## config.mk

```make
export PLATFORM = sky130hd
export DESIGN_NAME = t1_pcm_port
export DESIGN_NICKNAME = d
export VERILOG_FILES = /design/src/rtl/t1p_pkg.sv /design/src/rtl/t1p_clkgen.sv /design/src/rtl/t1p_framer.sv /design/src/rtl/t1p_tx.sv /design/src/rtl/t1p_rx.sv /design/src/rtl/t1_pcm_port.sv
export SDC_FILE = /design/constraint.sdc
export NUM_CORES = 1
export LEC_CHECK = 0
export ABC_AREA = 0
export CAP_MARGIN = 20
export CORE_UTILIZATION = 59
export CTS_CLUSTER_SIZE = 16
export DETAILED_ROUTE_END_ITERATION = 7
export GPL_TIMING_DRIVEN = 0
export HOLD_SLACK_MARGIN = 0.03
export PLACE_DENSITY = 0.75
export SYNTH_ARGS = -nofsm -noshare
export SYNTH_HDL_FRONTEND = slang
export SYNTH_SLANG_ARGS = --single-unit
```

## constraint.sdc

```tcl
create_clock -name clk -period 4.3 [get_ports clk]
set_clock_uncertainty 0.1 [all_clocks]
set_input_delay 0.86 -clock clk [delete_from_list [all_inputs] [get_ports clk]]
set_output_delay 0.86 -clock clk [all_outputs]
set_load 0.005 [all_outputs]
```

## src/rtl/t1p_pkg.sv

```systemverilog
package t1p_pkg;
    localparam int SLOTS      = 24;
    localparam int SLOT_BITS  = 8;
    localparam int FRAME_BITS = 1 + SLOTS * SLOT_BITS;
    localparam int SLOT_W     = $clog2(SLOTS);
    localparam int BIT_W      = $clog2(SLOT_BITS);

    typedef enum logic [1:0] {
        ST_WAIT = 2'd0,
        ST_FBIT = 2'd1,
        ST_DATA = 2'd2
    } frm_state_e;

    typedef struct packed {
        frm_state_e          st;
        logic [SLOT_W-1:0]   slot;
        logic [BIT_W-1:0]    bitn;
    } frm_pos_t;
endpackage

```

## src/rtl/t1p_clkgen.sv

```systemverilog
module t1p_clkgen #(
    parameter int HALF_DIV = 16
) (
    input  logic clk,
    input  logic rst_n,
    output logic gen_clk
);
    localparam int CW = (HALF_DIV > 2) ? $clog2(HALF_DIV) : 1;

    logic [CW-1:0] cnt_q;

    always_ff @(posedge clk) begin
        if (!rst_n) begin
            cnt_q   <= '0;
            gen_clk <= 1'b0;
        end else if (cnt_q == CW'(HALF_DIV - 1)) begin
            cnt_q   <= '0;
            gen_clk <= ~gen_clk;
        end else begin
            cnt_q   <= cnt_q + CW'(1);
        end
    end
endmodule

```

## src/rtl/t1p_framer.sv

```systemverilog
module t1p_framer
    import t1p_pkg::*;
(
    input  logic     clk,
    input  logic     rst_n,
    input  logic     master,
    input  logic     rise,
    input  logic     sync_hit,
    output frm_pos_t cur,
    output frm_pos_t nxt,
    output logic     align_err
);
    logic last_bit;
    logic align_hit;

    assign last_bit = (cur.slot == SLOT_W'(SLOTS - 1)) && (cur.bitn == BIT_W'(SLOT_BITS - 1));

    always_comb begin
        nxt       = cur;
        align_hit = 1'b0;
        if (rise) begin
            unique case (cur.st)
                ST_WAIT: begin
                    if (master || sync_hit) nxt.st = ST_FBIT;
                end
                ST_FBIT: begin
                    if (sync_hit) begin
                        align_hit = 1'b1;
                    end else begin
                        nxt.st   = ST_DATA;
                        nxt.slot = '0;
                        nxt.bitn = '0;
                    end
                end
                ST_DATA: begin
                    if (sync_hit || last_bit) begin
                        nxt.st    = ST_FBIT;
                        align_hit = sync_hit && !last_bit;
                    end else if (cur.bitn == BIT_W'(SLOT_BITS - 1)) begin
                        nxt.bitn = '0;
                        nxt.slot = cur.slot + SLOT_W'(1);
                    end else begin
                        nxt.bitn = cur.bitn + BIT_W'(1);
                    end
                end
                default: nxt.st = ST_WAIT;
            endcase
        end
    end

    always_ff @(posedge clk) begin
        if (!rst_n) begin
            cur.st    <= ST_WAIT;
            cur.slot  <= '0;
            cur.bitn  <= '0;
            align_err <= 1'b0;
        end else begin
            cur       <= nxt;
            align_err <= align_err | align_hit;
        end
    end

    AST_SLOT0_AFTER_FBIT: assert property (@(posedge clk) disable iff (!rst_n)
        (cur.st == ST_FBIT && rise && !sync_hit) |=> (cur.st == ST_DATA && cur.slot == '0 && cur.bitn == '0));
    AST_WRAP_TO_FBIT: assert property (@(posedge clk) disable iff (!rst_n)
        (cur.st == ST_DATA && last_bit && rise) |=> (cur.st == ST_FBIT));
    AST_ALIGN_CAUSE: assert property (@(posedge clk) disable iff (!rst_n)
        $rose(align_err) |-> $past(rise && sync_hit));
    AST_ALIGN_STICKY: assert property (@(posedge clk) disable iff (!rst_n)
        align_err |=> align_err);
endmodule

```

## src/rtl/t1p_tx.sv

```systemverilog
module t1p_tx
    import t1p_pkg::*;
(
    input  logic              clk,
    input  logic              rst_n,
    input  logic              launch,
    input  frm_pos_t          pos,
    input  logic              fbit,
    input  logic              wr_en,
    input  logic [SLOT_W-1:0] wr_slot,
    input  logic [7:0]        wr_data,
    output logic              txd,
    output logic              underrun
);
    logic [7:0]       hold_q [SLOTS];
    logic [SLOTS-1:0] full_q;
    logic [7:0]       sh_q;
    logic             load;
    logic             wr_ok;

    assign load  = launch && pos.st == ST_DATA && pos.bitn == '0;
    assign wr_ok = wr_en && (wr_slot < SLOT_W'(SLOTS));

    always_ff @(posedge clk) begin
        if (wr_ok) hold_q[wr_slot] <= wr_data;
    end

    always_ff @(posedge clk) begin
        if (!rst_n) begin
            full_q <= '0;
        end else begin
            for (int i = 0; i < SLOTS; i++) begin
                if (wr_ok && wr_slot == SLOT_W'(i))
                    full_q[i] <= 1'b1;
                else if (load && pos.slot == SLOT_W'(i))
                    full_q[i] <= 1'b0;
            end
        end
    end

    always_ff @(posedge clk) begin
        if (!rst_n) begin
            txd      <= 1'b1;
            sh_q     <= 8'hFF;
            underrun <= 1'b0;
        end else begin
            underrun <= 1'b0;
            if (launch) begin
                unique case (pos.st)
                    ST_FBIT: txd <= fbit;
                    ST_DATA: begin
                        if (pos.bitn == '0) begin
                            if (full_q[pos.slot]) begin
                                txd  <= hold_q[pos.slot][7];
                                sh_q <= {hold_q[pos.slot][6:0], 1'b1};
                            end else begin
                                txd      <= 1'b1;
                                sh_q     <= 8'hFF;
                                underrun <= 1'b1;
                            end
                        end else begin
                            txd  <= sh_q[7];
                            sh_q <= {sh_q[6:0], 1'b1};
                        end
                    end
                    default: ;
                endcase
            end
        end
    end

    AST_IDLE_MSB: assert property (@(posedge clk) disable iff (!rst_n)
        underrun |-> (txd == 1'b1));
endmodule

```

## src/rtl/t1p_rx.sv

```systemverilog
module t1p_rx
    import t1p_pkg::*;
(
    input  logic              clk,
    input  logic              rst_n,
    input  logic              sample,
    input  frm_pos_t          pos,
    input  logic              rxd,
    output logic              valid,
    output logic [SLOT_W-1:0] slot,
    output logic [7:0]        data
);
    logic [7:0] sh_q;

    always_ff @(posedge clk) begin
        if (!rst_n) begin
            sh_q  <= '0;
            valid <= 1'b0;
            slot  <= '0;
            data  <= '0;
        end else begin
            valid <= 1'b0;
            if (sample && pos.st == ST_DATA) begin
                sh_q <= {sh_q[6:0], rxd};
                if (pos.bitn == BIT_W'(SLOT_BITS - 1)) begin
                    valid <= 1'b1;
                    slot  <= pos.slot;
                    data  <= {sh_q[6:0], rxd};
                end
            end
        end
    end

    AST_STROBE_WIDTH: assert property (@(posedge clk) disable iff (!rst_n)
        valid |=> !valid);
    AST_SLOT_RANGE: assert property (@(posedge clk) disable iff (!rst_n)
        valid |-> (slot < SLOT_W'(SLOTS)));
endmodule

```

## src/rtl/t1_pcm_port.sv

```systemverilog
module t1_pcm_port
    import t1p_pkg::*;
#(
    parameter int HALF_DIV = 16
) (
    input  logic       clk,
    input  logic       rst_n,
    input  logic       cfg_master,
    input  logic       cfg_rx_fall,
    input  logic       cfg_tx_fall,
    input  logic       cfg_fbit,
    input  logic       pcm_clk_i,
    input  logic       pcm_sync_i,
    input  logic       pcm_rxd_i,
    output logic       pcm_clk_o,
    output logic       pcm_sync_o,
    output logic       pcm_txd_o,
    input  logic       tx_wr_en,
    input  logic [4:0] tx_wr_slot,
    input  logic [7:0] tx_wr_data,
    output logic       tx_underrun,
    output logic       rx_valid,
    output logic [4:0] rx_slot,
    output logic [7:0] rx_data,
    output logic       align_err
);
    logic     gen_clk;
    logic     sclk_s1, sclk_s2, sync_s1, rxd_s1;
    logic     rise, fall, sync_hit;
    frm_pos_t cur, nxt;

    t1p_clkgen #(.HALF_DIV(HALF_DIV)) u_clkgen (
        .clk     (clk),
        .rst_n   (rst_n),
        .gen_clk (gen_clk)
    );

    always_ff @(posedge clk) begin
        if (!rst_n) begin
            sclk_s1 <= 1'b0;
            sclk_s2 <= 1'b0;
            sync_s1 <= 1'b0;
            rxd_s1  <= 1'b1;
        end else begin
            sclk_s1 <= cfg_master ? gen_clk : pcm_clk_i;
            sclk_s2 <= sclk_s1;
            sync_s1 <= pcm_sync_i;
            rxd_s1  <= pcm_rxd_i;
        end
    end

    assign rise     = sclk_s1 & ~sclk_s2;
    assign fall     = ~sclk_s1 & sclk_s2;
    assign sync_hit = sync_s1 & ~cfg_master;

    t1p_framer u_framer (
        .clk       (clk),
        .rst_n     (rst_n),
        .master    (cfg_master),
        .rise      (rise),
        .sync_hit  (sync_hit),
        .cur       (cur),
        .nxt       (nxt),
        .align_err (align_err)
    );

    t1p_tx u_tx (
        .clk      (clk),
        .rst_n    (rst_n),
        .launch   (cfg_tx_fall ? fall : rise),
        .pos      (cfg_tx_fall ? cur : nxt),
        .fbit     (cfg_fbit),
        .wr_en    (tx_wr_en),
        .wr_slot  (tx_wr_slot),
        .wr_data  (tx_wr_data),
        .txd      (pcm_txd_o),
        .underrun (tx_underrun)
    );

    t1p_rx u_rx (
        .clk    (clk),
        .rst_n  (rst_n),
        .sample (cfg_rx_fall ? fall : rise),
        .pos    (cur),
        .rxd    (rxd_s1),
        .valid  (rx_valid),
        .slot   (rx_slot),
        .data   (rx_data)
    );

    assign pcm_clk_o  = cfg_master & gen_clk;
    assign pcm_sync_o = cfg_master & (cur.st == ST_FBIT);
endmodule

```

==> Word level (Yosys, flattened, before mapping) <==
Memories as Yosys holds them, arrays and structs flattened.
Cells that the tools add are included.
{ "op_classes": {"bitwise_logic": 11, "n_mux": 76, "reduce_logical": 92, "eq_ne": 53, "n_addsub": 3, "order_cmp": 2} }
{ "op_table": {"columns": ["cell", "count"], "rows": [
  ["5-bit equality test (second input constant)", 17],
  ["5-bit by 4-bit equality test with 1-bit output (second input constant)", 16],
  ["1-bit two-way mux", 61],
  ["1-bit logical AND", 54],
  ["2-bit nonzero test", 25],
  ["5-bit by 3-bit equality test with 1-bit output (second input constant)", 8],
  ["10-bit two-way mux", 3],
  ["8-bit two-way mux", 3],
  ["5-bit by 2-bit equality test with 1-bit output (second input constant)", 4],
  ["8-bit one-hot mux with 2 select lines", 1],
  ["5-bit by 1-bit equality test with 1-bit output (second input constant)", 2],
  ["5-bit zero test", 2],
  ["2-bit AND reduction", 4],
  ["5-bit by 6-bit less-than comparator with 1-bit output (second input constant)", 1],
  ["2-bit one-hot mux with 3 select lines", 1],
  ["5-bit by 1-bit adder with 5-bit output (second input constant)", 1],
  ["1-bit AND", 5],
  ["1-bit binary-select mux with 5-bit select", 1],
  ["5-bit less-than comparator (second input constant)", 1],
  ["5-bit two-way mux", 1],
  ["1-bit inverter", 5],
  ["4-bit by 1-bit adder with 4-bit output (second input constant)", 1],
  ["2-bit by 1-bit equality test with 1-bit output (second input constant)", 2],
  ["2-bit equality test (second input constant)", 2],
  ["other kinds (13)", 16]
]} }
{ "totals": {"memories": 1, "input_bits": 23, "ff_bits": 75, "ram_bits": 192, "output_inout_bits": 19} }
{ "memory_table": {"columns": ["memory", "words", "word_bits", "rd", "rd_clocked_by_memory_dff", "wr", "line_no", "source"], "rows": [
  ["u_tx.hold_q", 24, 8, 1, 0, 1, "t1p_tx.sv:15", "logic [7:0] hold_q [SLOTS];"]
]} }

==> Logic depth before layout (Yosys ltp) <==
{ "depth": {"ltp_word": 13, "depth_mapped": 16} }

==> Cells and area by module <==
Synthesis repeated with hierarchy kept, for this count alone.
{ "hier_totals": {"cells_unflattened": 800, "hier_area_um2": 11393.4} }
{ "by_module_without_submodules": {"columns": ["mod", "area_each_um2", "n_inst", "cells_per_inst"], "rows": [
  ["t1p_tx", 9175.0, 1, 566],
  ["t1p_rx", 860.8, 1, 84],
  ["t1p_framer", 844.6, 1, 102],
  ["t1_pcm_port", 319.1, 1, 30],
  ["t1p_clkgen", 193.9, 1, 18]
]} }

==> Worst setup path before layout <==
No wires, ideal clock.
{ "synth_path": {"path_type": "in2reg", "start": "input port cfg_master", "end": "register u_tx.sh_q[2]", "setup_ps": 120, "path_slack_ps": 1014, "arrival_ps": 3066, "path_buffers": 3, "stages": 11, "cell_sequence": "nand2b_1 buf_4 a311oi_4 a211o_2 buf_6 a211oi_1 a311oi_1 o211ai_1 or4b_1 buf_2 o31a_1"} }
{ "synth_between": {"elab_chain_cells": 11, "word_cells_on_any_way": 20, "cone_classes": "eq/ne (1); mux (12); bitwise (2); reduce/logical (4); memory (1)"} }
{ "synth_lines": {"columns": ["element", "line_no", "source"], "rows": [
  ["from (decl)", "t1_pcm_port.sv:8", "input logic cfg_master,"],
  ["1-bit inverter", "t1_pcm_port.sv:54", "assign sync_hit = sync_s1 & ~cfg_master;"],
  ["1-bit AND", "t1_pcm_port.sv:54", null],
  ["1-bit logical OR", "t1p_framer.sv:36", "if (sync_hit || last_bit) begin"],
  ["8-bit two-way mux", "t1p_framer.sv:36", null],
  ["8-bit one-hot mux with 2 select lines", "t1p_framer.sv:22", "unique case (cur.st)"],
  ["10-bit two-way mux (*)", "t1p_framer.sv:21", "if (rise) begin"],
  ["10-bit two-way mux (*)", "t1_pcm_port.sv:71", ".pos (cfg_tx_fall ? cur : nxt),"],
  ["1-bit binary-select mux with 5-bit select", "t1p_tx.sv:53", "if (full_q[pos.slot]) begin"],
  ["1-bit two-way mux (implied by the code)", "t1p_tx.sv:53", null],
  ["8-bit two-way mux", "t1p_tx.sv:53", null],
  ["8-bit two-way mux", "t1p_tx.sv:52", "if (pos.bitn == '0) begin"],
  ["to (signal assigned)", "t1p_tx.sv:55", "sh_q <= {hold_q[pos.slot][6:0], 1'b1};"],
  ["to (signal assigned)", "t1p_tx.sv:63", "sh_q <= {sh_q[6:0], 1'b1};"],
  ["to (decl)", "t1p_tx.sv:17", "logic [7:0] sh_q;"]
]} }
Every way passes the cells marked *; elsewhere a longest branch is shown, timed or not. The select of a mux whose other input is x is not followed.
A chain may end at the register's enable or synchronous reset.

==> Final worst setup path <==
{ "layout_path": {"start": "input port cfg_master", "end": "register u_tx.sh_q[4]"} }
The elaborated chain is that of the path after synthesis.

==> impl_metrics.toml <==
[run_status]
outcome = "finished clean"

[final_layout]
finalNonFillerCells = 1471
num-fill-cells = 1480
n_antenna_cell = 0
drive_above_1_share_pct = 6.97
area_growth_pct = 14.4
fin_nets = 1217
seq_area_mm2 = 0.00725
multi_input_area_mm2 = 0.00402

[place]
gp_congestion = 0.928
dp.cells = 1420
port_buffers = 38
hpwl_um = 21900
dp_slack_ns = -0.357

[run]
cap_violations = 0

[yosys]
synth_cells = 1114
syn_area_per_cell_um2 = 10.5
async_flop_share_pct = 0
synth-edff-count = 192
syn_nets = 1146
synthDistinctLibCells = 73
ys_ff_latch = 266
yosys_warnings = 0
ys_seq_area_share_pct = 62.2
synthesis.area_mm2 = 0.0116
ys.flop_type = "edfxtp_1"

[cts]
insertion_delay_ns = 0.56
cts_root_buf = "clkbuf_16"
clk_path_buf_depth = 3
cts_buffers = 28
cts_hold_buf = 0
cts.htree.levels = 1
clock_sinks = 266
path_clk_slew_ns = 0.06
cts_tree = "yes"

[floorplan]
fp.dieW_um = 143
initial_core_util_pct = 60.0
die-area_mm2 = 0.0203
row_count = 51
die_h_um = 143
io_pins = 42
core_mm2 = 0.0194

[power_and_ir_drop]
finalPower_mw = 5.29
worst_ir_drop_vdd_uv = 401
p_leak_nw = 4.67
powerDensity_mw_per_mm2 = 397

[detailed_routing]
dr.pass1.iters = 7
vias = 9363
dr_wl_met3_um = 3880
wl_met1_um = 13500
drt-total-wl_um = 32500
dr.first_iter.drc_count = 1261
viasPerCell = 6.37
route.detailed.drc = 0
wl_met2_um = 14100
ant_nets = 0
wire_per_inst_um = 22.1
highest_layer = "met4"

[worst_setup_path]
worstPathCellList = "clkdlybuf4s50_1 > nor2b_1 > buf_2 > or4b_1 > a21oi_1 > a21o_1 > clkbuf_1 > nor3_1 > a32oi_1 > nand4_1 > o31a_1"
setup.worst_path.class = "in2reg"
slowest_stage = "clkdlybuf4s50_1"
cp.arrival_ns = 4.47
end_kind = "flip-flop"
critPathRequiredTime_ns = 4.65
r2r_start = "u_framer.cur[0]"
start_kind = "input pin"
cp-startpoint = "cfg_master"
crit_fanout = 10
cpPeakStageDelay_ns = 0.57

[global_routing]
grt_overflow_total = 0
first_global_vias = 8505
grt_pass1_wl_um = 48800
grt_usage_pct = 32.7
grt_max_degree = 25
antenna_found_initial = 0

[timing]
fin_crit_ns = 4.12
rsz0062_at_grt = "false"
tightest_slew_ns = 1.24
max_freq_mhz = 242
post-route-period-util_pct = 95.9
setup_ws_ns = 0.176
setup_viol = 0
hold_violations = 0
slew_violations = 0
max-slew-margin-rel_pct = 16.7

[min_path]
min_from = "u_rx.data[3]"
min_path_type = "reg2reg"
==> cells in the final DEF, fill, tap and decap left out, drive strengths merged, types with 9 or more instances in the layout <==
cell,netlist,routed
a211oi,18,18
a21oi,52,52
a31oi,9,9
a32oi,11,11
and2,9,9
buf,32,37
clkbuf,37,73
clkdlybuf4s50,0,38
clkinv,0,10
dfxtp,74,74
edfxtp,192,192
ha,9,9
inv,25,25
mux2i,12,12
nand2,265,265
nand3,111,111
nand4,12,12
nor2,74,74
nor2b,10,10
nor3,17,17
o211ai,10,10
o21ai,40,40
==> where the power goes <==
group	internal (mW)	total, mW	switching (mW)
clock	1.37	2.37	0.998
combinational	0.0398	0.133	0.0929
sequential	2.78	2.79	0.0117
==> flip-flops by register name (all words and copies together) (netlist names), 4 cells and up <==
name and flops:
u_tx.hold_q 192, u_tx.full_q 24, u_framer.cur 10, u_rx.data 8
u_rx.sh_q 7, u_tx.sh_q 7, u_rx.slot 5, u_clkgen.cnt_q 4
==> through the flow <==
stage | setup TNS [ns] | area (um^2) | hold slack (ns) | util [%]
2_1_floorplan | 0 | 11600 | 0.330 | -
3_3_place_gp | -5.14 | 12400 | 0.342 | 63.7
3_5_place_dp | -5.13 | 12400 | 0.346 | 63.9
4_1_cts | 0 | 13300 | 0.355 | 68.6
5_1_grt | 0 | 13300 | 0.370 | 68.7
6_report | 0 | 13300 | 0.352 | 68.7
==> routing by layer <==
layer,GRT usage (%),up-vias
li1,-,4177
met1,47.6,4477
met2,48.6,616
met3,7.47,93
met4,10.5,0
met5,0,-
==> cell type report <==
type / instances / area share [%]
well taps: 265 / 2.49
flip-flops and latches: 266 / 54.4
repair buffers: 43 / 3.28
inverters: 25 / 0.704
plain buffers: 67 / 2.19
clock buffers: 38 / 5.77
clock inverters: 13 / 1.04
multi-input cells: 754 / 30.2
==> worst paths after layout <==
check                 end  slack (ns)  cells past startpoint
max          u_tx.sh_q[4]        0.18                     11
min          u_rx.data[3]        0.35                      2
max reg2reg  u_tx.sh_q[4]        0.18                     12
min reg2reg  u_rx.data[3]        0.35                      2
==> kinds of logic (layout without fill, tap and decap cells) <==
kind of cell	Yosys count	after routing	synth area share, %
AO/OA/AOI/OAI	199	199	11.7
XOR/XNOR	2	2	0.150
adder cells (fa/ha/maj)	9	9	0.967
buffers and inverters	94	186	3.34
flip-flops	266	266	62.2
multiplexers	12	12	1.03
AND/OR/NAND/NOR	532	532	20.6
==> what timing repair did <==
item | 4_1_cts | 5_1_grt
setup buffers | 0 | 0
setup endpoints to repair | 0 | 16
resized for setup | 0 | 7
==> worst max-delay path, delay by kind of cell <==
family                 cells  cell delay, ns
and+or+nand+nor            4            1.21
AOI/OAI and AO/OA          4            1.19
buffers and inverters      3            1.20
==> Yosys cell counts (3+ instances only) <==
| cell | count | area [um^2] |
|---|---|---|
| buf_4 | 4 | 30.0 |
| ha_1 | 9 | 113 |
| o21ai_0 | 39 | 195 |
| nand4_1 | 12 | 75.1 |
| nor2_1 | 74 | 278 |
| edfxtp_1 | 192 | 5770 |
| nand3_1 | 110 | 551 |
| a311oi_1 | 4 | 35.0 |
| a22oi_1 | 3 | 22.5 |
| a21oi_1 | 52 | 260 |
| mux2i_1 | 12 | 120 |
| nor2b_1 | 10 | 62.6 |
| dfxtp_1 | 74 | 1480 |
| and2_1 | 9 | 56.3 |
| o211ai_1 | 10 | 75.1 |
| o22ai_1 | 6 | 37.5 |
| and4_1 | 3 | 26.3 |
| clkbuf_1 | 37 | 139 |
| a32oi_1 | 11 | 96.3 |
| nor3_1 | 16 | 80.1 |
| and3_1 | 5 | 31.3 |
| a211oi_1 | 17 | 128 |
| buf_2 | 11 | 55.1 |
| o21a_1 | 3 | 22.5 |
| o31a_1 | 5 | 43.8 |
| o31ai_1 | 4 | 30.0 |
| buf_1 | 16 | 60.1 |
| inv_1 | 25 | 93.8 |
| nand2_1 | 265 | 995 |
| nand2b_1 | 8 | 50.1 |
| a21o_1 | 6 | 45.0 |
| a31oi_1 | 9 | 56.3 |
(Power assumes the default switching activity.)
